File: src/rtl/uart_irq_pkg.sv
package uart_irq_pkg;

  localparam int ADDR_W = 3;
  localparam int DATA_W = 8;
  localparam int ENA_W  = 4;
  localparam int MDM_W  = 4;
  localparam int ID_W   = 4;

  // register addresses
  localparam logic [ADDR_W-1:0] A_TX    = 3'd0;
  localparam logic [ADDR_W-1:0] A_ENA   = 3'd1;
  localparam logic [ADDR_W-1:0] A_IDENT = 3'd2;
  localparam logic [ADDR_W-1:0] A_LINE  = 3'd3;
  localparam logic [ADDR_W-1:0] A_MODEM = 3'd4;

  // enable register bit positions
  localparam int EN_RXD  = 0;
  localparam int EN_THE  = 1;
  localparam int EN_LINE = 2;
  localparam int EN_MDM  = 3;

  // identification codes
  localparam logic [ID_W-1:0] ID_LINE = 4'h6;
  localparam logic [ID_W-1:0] ID_TMO  = 4'hC;
  localparam logic [ID_W-1:0] ID_RXD  = 4'h4;
  localparam logic [ID_W-1:0] ID_THE  = 4'h2;
  localparam logic [ID_W-1:0] ID_MDM  = 4'h0;
  localparam logic [ID_W-1:0] ID_NONE = 4'h1;

  typedef enum logic [2:0] {
    SEL_NONE,
    SEL_ENA,
    SEL_IDENT,
    SEL_LINE,
    SEL_MODEM
  } rdSel_e;

  typedef struct packed {
    logic wrTx;
    logic wrEna;
    logic wrFifo;
    logic rdIdent;
    logic rdLine;
    logic rdModem;
  } ctlStrb_t;

endpackage

File: src/rtl/uart_irq_ctl.sv
module uart_irq_ctl
  import uart_irq_pkg::*;
(
  input  logic              busWr,
  input  logic              busRd,
  input  logic [ADDR_W-1:0] busAddr,
  output ctlStrb_t          strb,
  output rdSel_e            rdSel
);

  always_comb begin
    strb         = '0;
    strb.wrTx    = busWr && (busAddr == A_TX);
    strb.wrEna   = busWr && (busAddr == A_ENA);
    strb.wrFifo  = busWr && (busAddr == A_IDENT);
    strb.rdIdent = busRd && (busAddr == A_IDENT);
    strb.rdLine  = busRd && (busAddr == A_LINE);
    strb.rdModem = busRd && (busAddr == A_MODEM);
  end

  always_comb begin
    unique case (busAddr)
      A_ENA:   rdSel = SEL_ENA;
      A_IDENT: rdSel = SEL_IDENT;
      A_LINE:  rdSel = SEL_LINE;
      A_MODEM: rdSel = SEL_MODEM;
      default: rdSel = SEL_NONE;
    endcase
  end

endmodule

File: src/rtl/uart_irq_prio.sv
module uart_irq_prio
  import uart_irq_pkg::*;
(
  input  logic [ENA_W-1:0] ena,
  input  logic             lineAny,
  input  logic             tmoPend,
  input  logic             rxReady,
  input  logic             thrPend,
  input  logic             mdmAny,
  output logic [ID_W-1:0]  code
);

  // fixed order; R4 timeout gated by the receive data enable
  always_comb begin
    if (ena[EN_LINE] && lineAny)      code = ID_LINE;
    else if (ena[EN_RXD] && tmoPend)  code = ID_TMO;
    else if (ena[EN_RXD] && rxReady)  code = ID_RXD;
    else if (ena[EN_THE] && thrPend)  code = ID_THE;
    else if (ena[EN_MDM] && mdmAny)   code = ID_MDM;
    else                              code = ID_NONE;
  end

endmodule

File: src/rtl/uart_irq_dp.sv
module uart_irq_dp
  import uart_irq_pkg::*;
#(
  parameter int CNT_W = 5
) (
  input  logic              clk,
  input  logic              rstN,
  input  ctlStrb_t          strb,
  input  rdSel_e            rdSel,
  input  logic [DATA_W-1:0] wrData,
  input  logic              parityErr,
  input  logic              framingErr,
  input  logic              setOverrun,
  input  logic              setBreak,
  input  logic              dataReady,
  input  logic [CNT_W-1:0]  fifoCount,
  input  logic [CNT_W-1:0]  trigLevel,
  input  logic              timeoutPend,
  input  logic              holdEmptySet,
  input  logic              txIdleSet,
  input  logic [MDM_W-1:0]  modemDeltaSet,
  input  logic [MDM_W-1:0]  modemLines,
  output logic [DATA_W-1:0] rdData,
  output logic [DATA_W-1:0] identOut,
  output logic              irq
);

  logic [ENA_W-1:0] ena;
  logic             fifoEn;
  logic             ovrSt, brkSt;
  logic             holdEmpty, txEmpty, thrPend;
  logic [MDM_W-1:0] mdmDelta;
  logic             irqQ;
  logic [ID_W-1:0]  code;
  logic             lineAny, rxReady;
  logic [DATA_W-1:0] lineByte, modemByte;
  logic             unusedWrHi;

  assign unusedWrHi = ^wrData[DATA_W-1:ENA_W];

  // line cause, R5 receive data condition
  assign lineAny = ovrSt | parityErr | framingErr | brkSt;
  assign rxReady = dataReady & (~fifoEn | (fifoCount >= trigLevel));

  uart_irq_prio u_prio (
    .ena     (ena),
    .lineAny (lineAny),
    .tmoPend (timeoutPend),
    .rxReady (rxReady),
    .thrPend (thrPend),
    .mdmAny  (|mdmDelta),
    .code    (code)
  );

  // upper bits mirror FIFO mode
  assign identOut  = {fifoEn, fifoEn, 2'b00, code};
  assign lineByte  = {1'b0, txEmpty, holdEmpty, brkSt, framingErr, parityErr, ovrSt, dataReady};
  assign modemByte = {modemLines, mdmDelta};
  assign irq       = irqQ;

  always_comb begin
    unique case (rdSel)
      SEL_ENA:   rdData = {{(DATA_W-ENA_W){1'b0}}, ena};
      SEL_IDENT: rdData = identOut;
      SEL_LINE:  rdData = lineByte;
      SEL_MODEM: rdData = modemByte;
      default:   rdData = '0;
    endcase
  end

  // configuration registers
  always_ff @(posedge clk) begin
    if (!rstN) begin
      ena    <= '0;
      fifoEn <= 1'b0;
    end else begin
      if (strb.wrEna)  ena    <= wrData[ENA_W-1:0];
      if (strb.wrFifo) fifoEn <= wrData[0];
    end
  end

  // sticky receive events: a new event wins over a clearing read
  always_ff @(posedge clk) begin
    if (!rstN) begin
      ovrSt    <= 1'b0;
      brkSt    <= 1'b0;
      mdmDelta <= '0;
    end else begin
      if (setOverrun)       ovrSt <= 1'b1;
      else if (strb.rdLine) ovrSt <= 1'b0;
      if (setBreak)         brkSt <= 1'b1;
      else if (strb.rdLine) brkSt <= 1'b0;
      mdmDelta <= (mdmDelta & ~{MDM_W{strb.rdModem}}) | modemDeltaSet;
    end
  end

  // transmit status and pending flag
  always_ff @(posedge clk) begin
    if (!rstN) begin
      holdEmpty <= 1'b1;
      txEmpty   <= 1'b1;
      thrPend   <= 1'b0;
    end else begin
      if (strb.wrTx)        holdEmpty <= 1'b0;
      else if (holdEmptySet) holdEmpty <= 1'b1;
      if (strb.wrTx)        txEmpty <= 1'b0;
      else if (txIdleSet)   txEmpty <= 1'b1;
      if (strb.wrTx)
        thrPend <= 1'b0;
      else if (holdEmptySet)
        thrPend <= 1'b1;
      else if (strb.wrEna && (wrData[EN_THE] != ena[EN_THE]))
        thrPend <= wrData[EN_THE] & holdEmpty;
      else if (strb.rdIdent && (code == ID_THE))
        thrPend <= 1'b0;
    end
  end

  // registered interrupt line
  always_ff @(posedge clk) begin
    if (!rstN) irqQ <= 1'b0;
    else       irqQ <= (code != ID_NONE);
  end

  // an enabled line cause always owns the code
  a_r3_line_wins: assert property (@(posedge clk) disable iff (!rstN)
    (ena[EN_LINE] && lineAny) |-> (identOut[3:0] == ID_LINE));

  // timeout never reported with receive data enable off
  a_r4_tmo_masked: assert property (@(posedge clk) disable iff (!rstN)
    !ena[EN_RXD] |-> (identOut[3:0] != ID_TMO));

  // fixed form of upper bits
  a_r10_upper_bits: assert property (@(posedge clk) disable iff (!rstN)
    (identOut[7] == identOut[6]) && (identOut[5:4] == 2'b00));

  // irq follows the code one cycle later
  a_r11_irq_rise: assert property (@(posedge clk) disable iff (!rstN)
    (identOut[3:0] != ID_NONE) |=> irq);
  a_r11_irq_fall: assert property (@(posedge clk) disable iff (!rstN)
    (identOut[3:0] == ID_NONE) |=> !irq);

  // holding write empties status and pending flag
  a_r9_tx_write: assert property (@(posedge clk) disable iff (!rstN)
    strb.wrTx |=> (!thrPend && !holdEmpty && !txEmpty));

  // line status read clears stored break and overrun
  a_r8_line_clear: assert property (@(posedge clk) disable iff (!rstN)
    (strb.rdLine && !setBreak && !setOverrun) |=> (!brkSt && !ovrSt));

  // a break event is never lost
  a_r12_break_kept: assert property (@(posedge clk) disable iff (!rstN)
    setBreak |=> brkSt);

endmodule

File: src/rtl/uart_irq_ident.sv
module uart_irq_ident
  import uart_irq_pkg::*;
#(
  parameter int CNT_W = 5
) (
  input  logic              clk,
  input  logic              rstN,
  input  logic              busWr,
  input  logic              busRd,
  input  logic [ADDR_W-1:0] busAddr,
  input  logic [DATA_W-1:0] busWrData,
  output logic [DATA_W-1:0] busRdData,
  input  logic              parityErr,
  input  logic              framingErr,
  input  logic              setOverrun,
  input  logic              setBreak,
  input  logic              dataReady,
  input  logic [CNT_W-1:0]  fifoCount,
  input  logic [CNT_W-1:0]  trigLevel,
  input  logic              timeoutPend,
  input  logic              holdEmptySet,
  input  logic              txIdleSet,
  input  logic [MDM_W-1:0]  modemDeltaSet,
  input  logic [MDM_W-1:0]  modemLines,
  output logic [DATA_W-1:0] identOut,
  output logic              irq
);

  ctlStrb_t strb;
  rdSel_e   rdSel;

  uart_irq_ctl u_ctl (
    .busWr   (busWr),
    .busRd   (busRd),
    .busAddr (busAddr),
    .strb    (strb),
    .rdSel   (rdSel)
  );

  uart_irq_dp #(.CNT_W(CNT_W)) u_dp (
    .clk           (clk),
    .rstN          (rstN),
    .strb          (strb),
    .rdSel         (rdSel),
    .wrData        (busWrData),
    .parityErr     (parityErr),
    .framingErr    (framingErr),
    .setOverrun    (setOverrun),
    .setBreak      (setBreak),
    .dataReady     (dataReady),
    .fifoCount     (fifoCount),
    .trigLevel     (trigLevel),
    .timeoutPend   (timeoutPend),
    .holdEmptySet  (holdEmptySet),
    .txIdleSet     (txIdleSet),
    .modemDeltaSet (modemDeltaSet),
    .modemLines    (modemLines),
    .rdData        (busRdData),
    .identOut      (identOut),
    .irq           (irq)
  );

endmodule

File: config.mk
export PLATFORM = sky130hd
export DESIGN_NAME = uart_irq_ident
export DESIGN_NICKNAME = d
export VERILOG_FILES = /design/src/rtl/uart_irq_pkg.sv /design/src/rtl/uart_irq_ctl.sv /design/src/rtl/uart_irq_prio.sv /design/src/rtl/uart_irq_dp.sv /design/src/rtl/uart_irq_ident.sv
export SDC_FILE = /design/constraint.sdc
export NUM_CORES = 1
export LEC_CHECK = 0
export BUFFER_PORTS_ARGS = -buffer_cell sky130_fd_sc_hd__buf_4
export CAP_MARGIN = 30
export CELL_PAD_IN_SITES_DETAIL_PLACEMENT = 1
export CELL_PAD_IN_SITES_GLOBAL_PLACEMENT = 1
export CORE_MARGIN = 5
export CORE_UTILIZATION = 31
export CTS_CLUSTER_DIAMETER = 30
export DETAILED_ROUTE_END_ITERATION = 16
export PLACE_DENSITY_LB_ADDON = 0.1
export SYNTH_ARGS = -nofsm -noshare
export SYNTH_HDL_FRONTEND = slang
export SYNTH_SLANG_ARGS = --single-unit
File: constraint.sdc
create_clock -name clk -period 1.83 [get_ports clk]
set_clock_uncertainty 0.15 [all_clocks]
set_input_delay 0.183 -clock clk [delete_from_list [all_inputs] [get_ports clk]]
set_output_delay 0.183 -clock clk [all_outputs]
set_load 0.02 [all_outputs]
==> out/qor.txt <==
Mapped Cells -> 117
Synth cell types -> 42
worst path required time -> 1.50 ns
RSZ-0062 raised after global routing -> true
Critical R2R Capture -> u_dp.irq$_SDFF_PN0_
Placed Area -> 1580 um^2
# rows -> 21
status -> complete, but fails checks
largest net degree at the start of global routing -> 16
min cycle time layout -> 2.10 ns
initial DRC count -> 40
design area -> 1800 um^2
placed insts -> 220
I/O Buffers -> 51
R2R Setup Slk -> 0.16 ns
n_diodes -> 0
height of the die -> 68.1 um
initial antenna violation count -> 0
antenna viol nets, final -> 0
ratio of cells with drive above 1 in the final layout -> 0.466
kind of critical path -> register to output port
worst path cell trace -> o41ai_4 -> nand2_2 -> nor3_4 -> a221o_1 -> buf_6
via total after detailed routing -> 1,166
clock transition at the registers of the reported paths -> 0.12 ns
static leakage -> 0.817 nW
violated checks -> setup timing
Hold Path Class -> input pin to register
Post-Route WL -> 3900 um
clk root buf -> clkbuf_4
final-report hold violation count -> 0
IO Count -> 58
nets -> 236
Sequential Area -> 304 um^2
Worst-Skew Late Latency -> 0.29 ns
routability cong. -> 0.778
WL/cell -> 16.6 um
worst path arrival time -> 1.77 ns
Finished Layout Cells -> 235
number of vias per cell -> 4.96
clock tree buffer depth -> 2
Reg2Reg Launch Point -> u_dp.mdmDelta[3]$_SDFF_PN0_
core area -> 3310 um^2
EDFF count, synth -> 0
Regs by FF count -> u_dp.ena (4), u_dp.mdmDelta (4)
DRC violations left -> 0
crit end category -> output port
post-DP HPWL -> 2750 um
Synth Cell Area -> 1050 um^2
CTS Buf Count -> 3
# fillers -> 392
Peak Freq -> 475 MHz
Primary FF master, synth -> dfxtp_1
Ys Warns -> 0
die area -> 4640 um^2
area of the multi-input gates -> 759 um^2
top post-synthesis cells by count -> dfxtp_1 (15), nor2b_1 (14), a21oi_1 (8), mux2i_1 (8), nand2_1 (8)
Synth area leaders -> dfxtp_1 (29%), nor2b_1 (8.4%), mux2i_1 (7.7%)
cell at the slowest stage of the critical path -> o41ai_4
Sink Count -> 15
Die Wd -> 68.1 um
P&R area growth vs syn -> 72.0%
Hold Crit Start -> busWrData[2]
Largest stage delay, worst path -> 0.41 ns
most common cell in the synthesized netlist -> dfxtp_1
pwr dens -> 477 nW/um^2
register area share after synthesis -> 0.287
Initial Utilization -> 0.316
total grt overflow -> 0
Final period util -> 1.15
GR Util All Layers -> 0.173
Tot Pwr -> 858 uW
Startpoint Class -> register
Rel. slew slack -> 0.664
hold worst-path end -> u_dp.ena[2]$_SDFFE_PN0P_
cell type with the largest total area after synthesis -> dfxtp_1
Synth async-reset ratio -> 0
hold depth -> 3
Max VDD drop -> 0.179 mV
H-tree depth -> 1
Synth Register Bits -> 15
max cap viols -> 0
DR pass1 iterations -> 4
Final setup viols -> 8
CTS tree -> done
final worst setup slack -> -0.274 ns
Synth top area share -> 0.287
Worst Reg-to-Reg Cells -> 6
Avg Synthesized Cell Area -> 8.94 um^2
vias in the first global route -> 1,293
global-route wire length before repair -> 5910 um
Max FO, Critical Path -> 3
pin slew with the least headroom to its limit -> 0.496 ns
count of final max-slew check failures -> 0
## cells in the final DEF, fill, tap and decap left out, types with 2 or more instances in the layout
master	n
nand2_1	7
o21ai_1	2
a21o_1	2
dfxtp_1	12
ha_4	2
dfxtp_2	3
ha_1	2
nor2b_1	14
inv_1	4
buf_6	9
a21oi_1	8
nand3_1	2
conb_1	2
a32o_1	2
buf_4	56
nor2_1	6
a221o_1	3
mux2i_1	8
o21ai_0	4
dlygate4sd3_1	8
nand3b_1	2
clkbuf_4	3
## power breakdown
group          total [mW]  internal (mW)  switching, mW
Sequential          0.360          0.343         0.0160
Combinational       0.289          0.162          0.128
Clock               0.209         0.0846          0.124
Total               0.858          0.590          0.268
## timing repair
action	in CTS	in global routing
pin swaps	5	6
setup buffers	4	1
endpoints found under the hold margin	8	0
gates resized for setup	16	5
hold buffers	8	0
setup endpoints to repair	8	8
gates cloned	0	0
## kinds of logic (layout without fill, tap and decap cells)
kind of cell             after synthesis  in the layout  synth area share
multiplexers                           8              8            0.0766
adder cells (fa/ha/maj)                5              5            0.0598
other                                  1              2           0.00359
XOR/XNOR                               1              1           0.00837
AND/OR/NAND/NOR                       45             45             0.274
flip-flops                            15             15             0.287
AO/OA/AOI/OAI                         29             29             0.225
buffers and inverters                 13             84            0.0658
## through the flow
stage | setup WS (ns) | hold slack [ns] | utilization | setup TNS (ns)
finish | -0.274 | 0.00376 | 0.543 | -1.45
global route | -0.337 | 0.00943 | 0.543 | -1.92
CTS | -0.248 | 0.0105 | 0.538 | -1.51
detailed placement | -0.229 | 0.274 | 0.477 | -1.02
global placement | -0.217 | 0.257 | 0.477 | -0.926
floorplan | -0.0745 | 0.161 | - | -0.137
## worst max-delay path by stage
stage / cells after the start / from / endpoint / slack [ns]
2_1_floorplan: 7 / trigLevel[4] / busRdData[0] / -0.07
3_3_place_gp: 9 / trigLevel[4] / busRdData[2] / -0.22
3_5_place_dp: 9 / trigLevel[4] / busRdData[2] / -0.23
4_1_cts: 5 / u_dp.brkSt$_SDFFE_PN0P_ / busRdData[0] / -0.25
5_1_grt: 5 / u_dp.mdmDelta[3]$_SDFF_PN0_ / busRdData[0] / -0.34
6_report: 5 / u_dp.mdmDelta[3]$_SDFF_PN0_ / busRdData[0] / -0.27
## critical path, delay by kind of cell, from the launching register on
family                 cells  cell delay [ns]
buffers and inverters      1             0.13
flip-flops                 1             0.37
AO/OA/AOI/OAI              2             0.62
AND/OR/NAND/NOR            2             0.35
## per-layer routing
metal / GRT usage / vias up / part of all wire
li1: - / 558 / -
met1: 0.170 / 559 / 0.37
met2: 0.335 / 41 / 0.54
met3: 0.0345 / 8 / 0.055
met4: 0.0868 / 0 / 0.031
met5: 0 / - / 0
## final cells by class
| type | count | area share |
|---|---|---|
| Multi-Input combinational cell | 90 | 0.422 |
| Timing Repair Buffer | 74 | 0.343 |
| Sequential cell | 15 | 0.169 |
| Tap cell | 46 | 0.0320 |
| Inverter | 6 | 0.0195 |
| Clock buffer | 4 | 0.0146 |
Note: power is estimated with default switching activity, not from simulation.
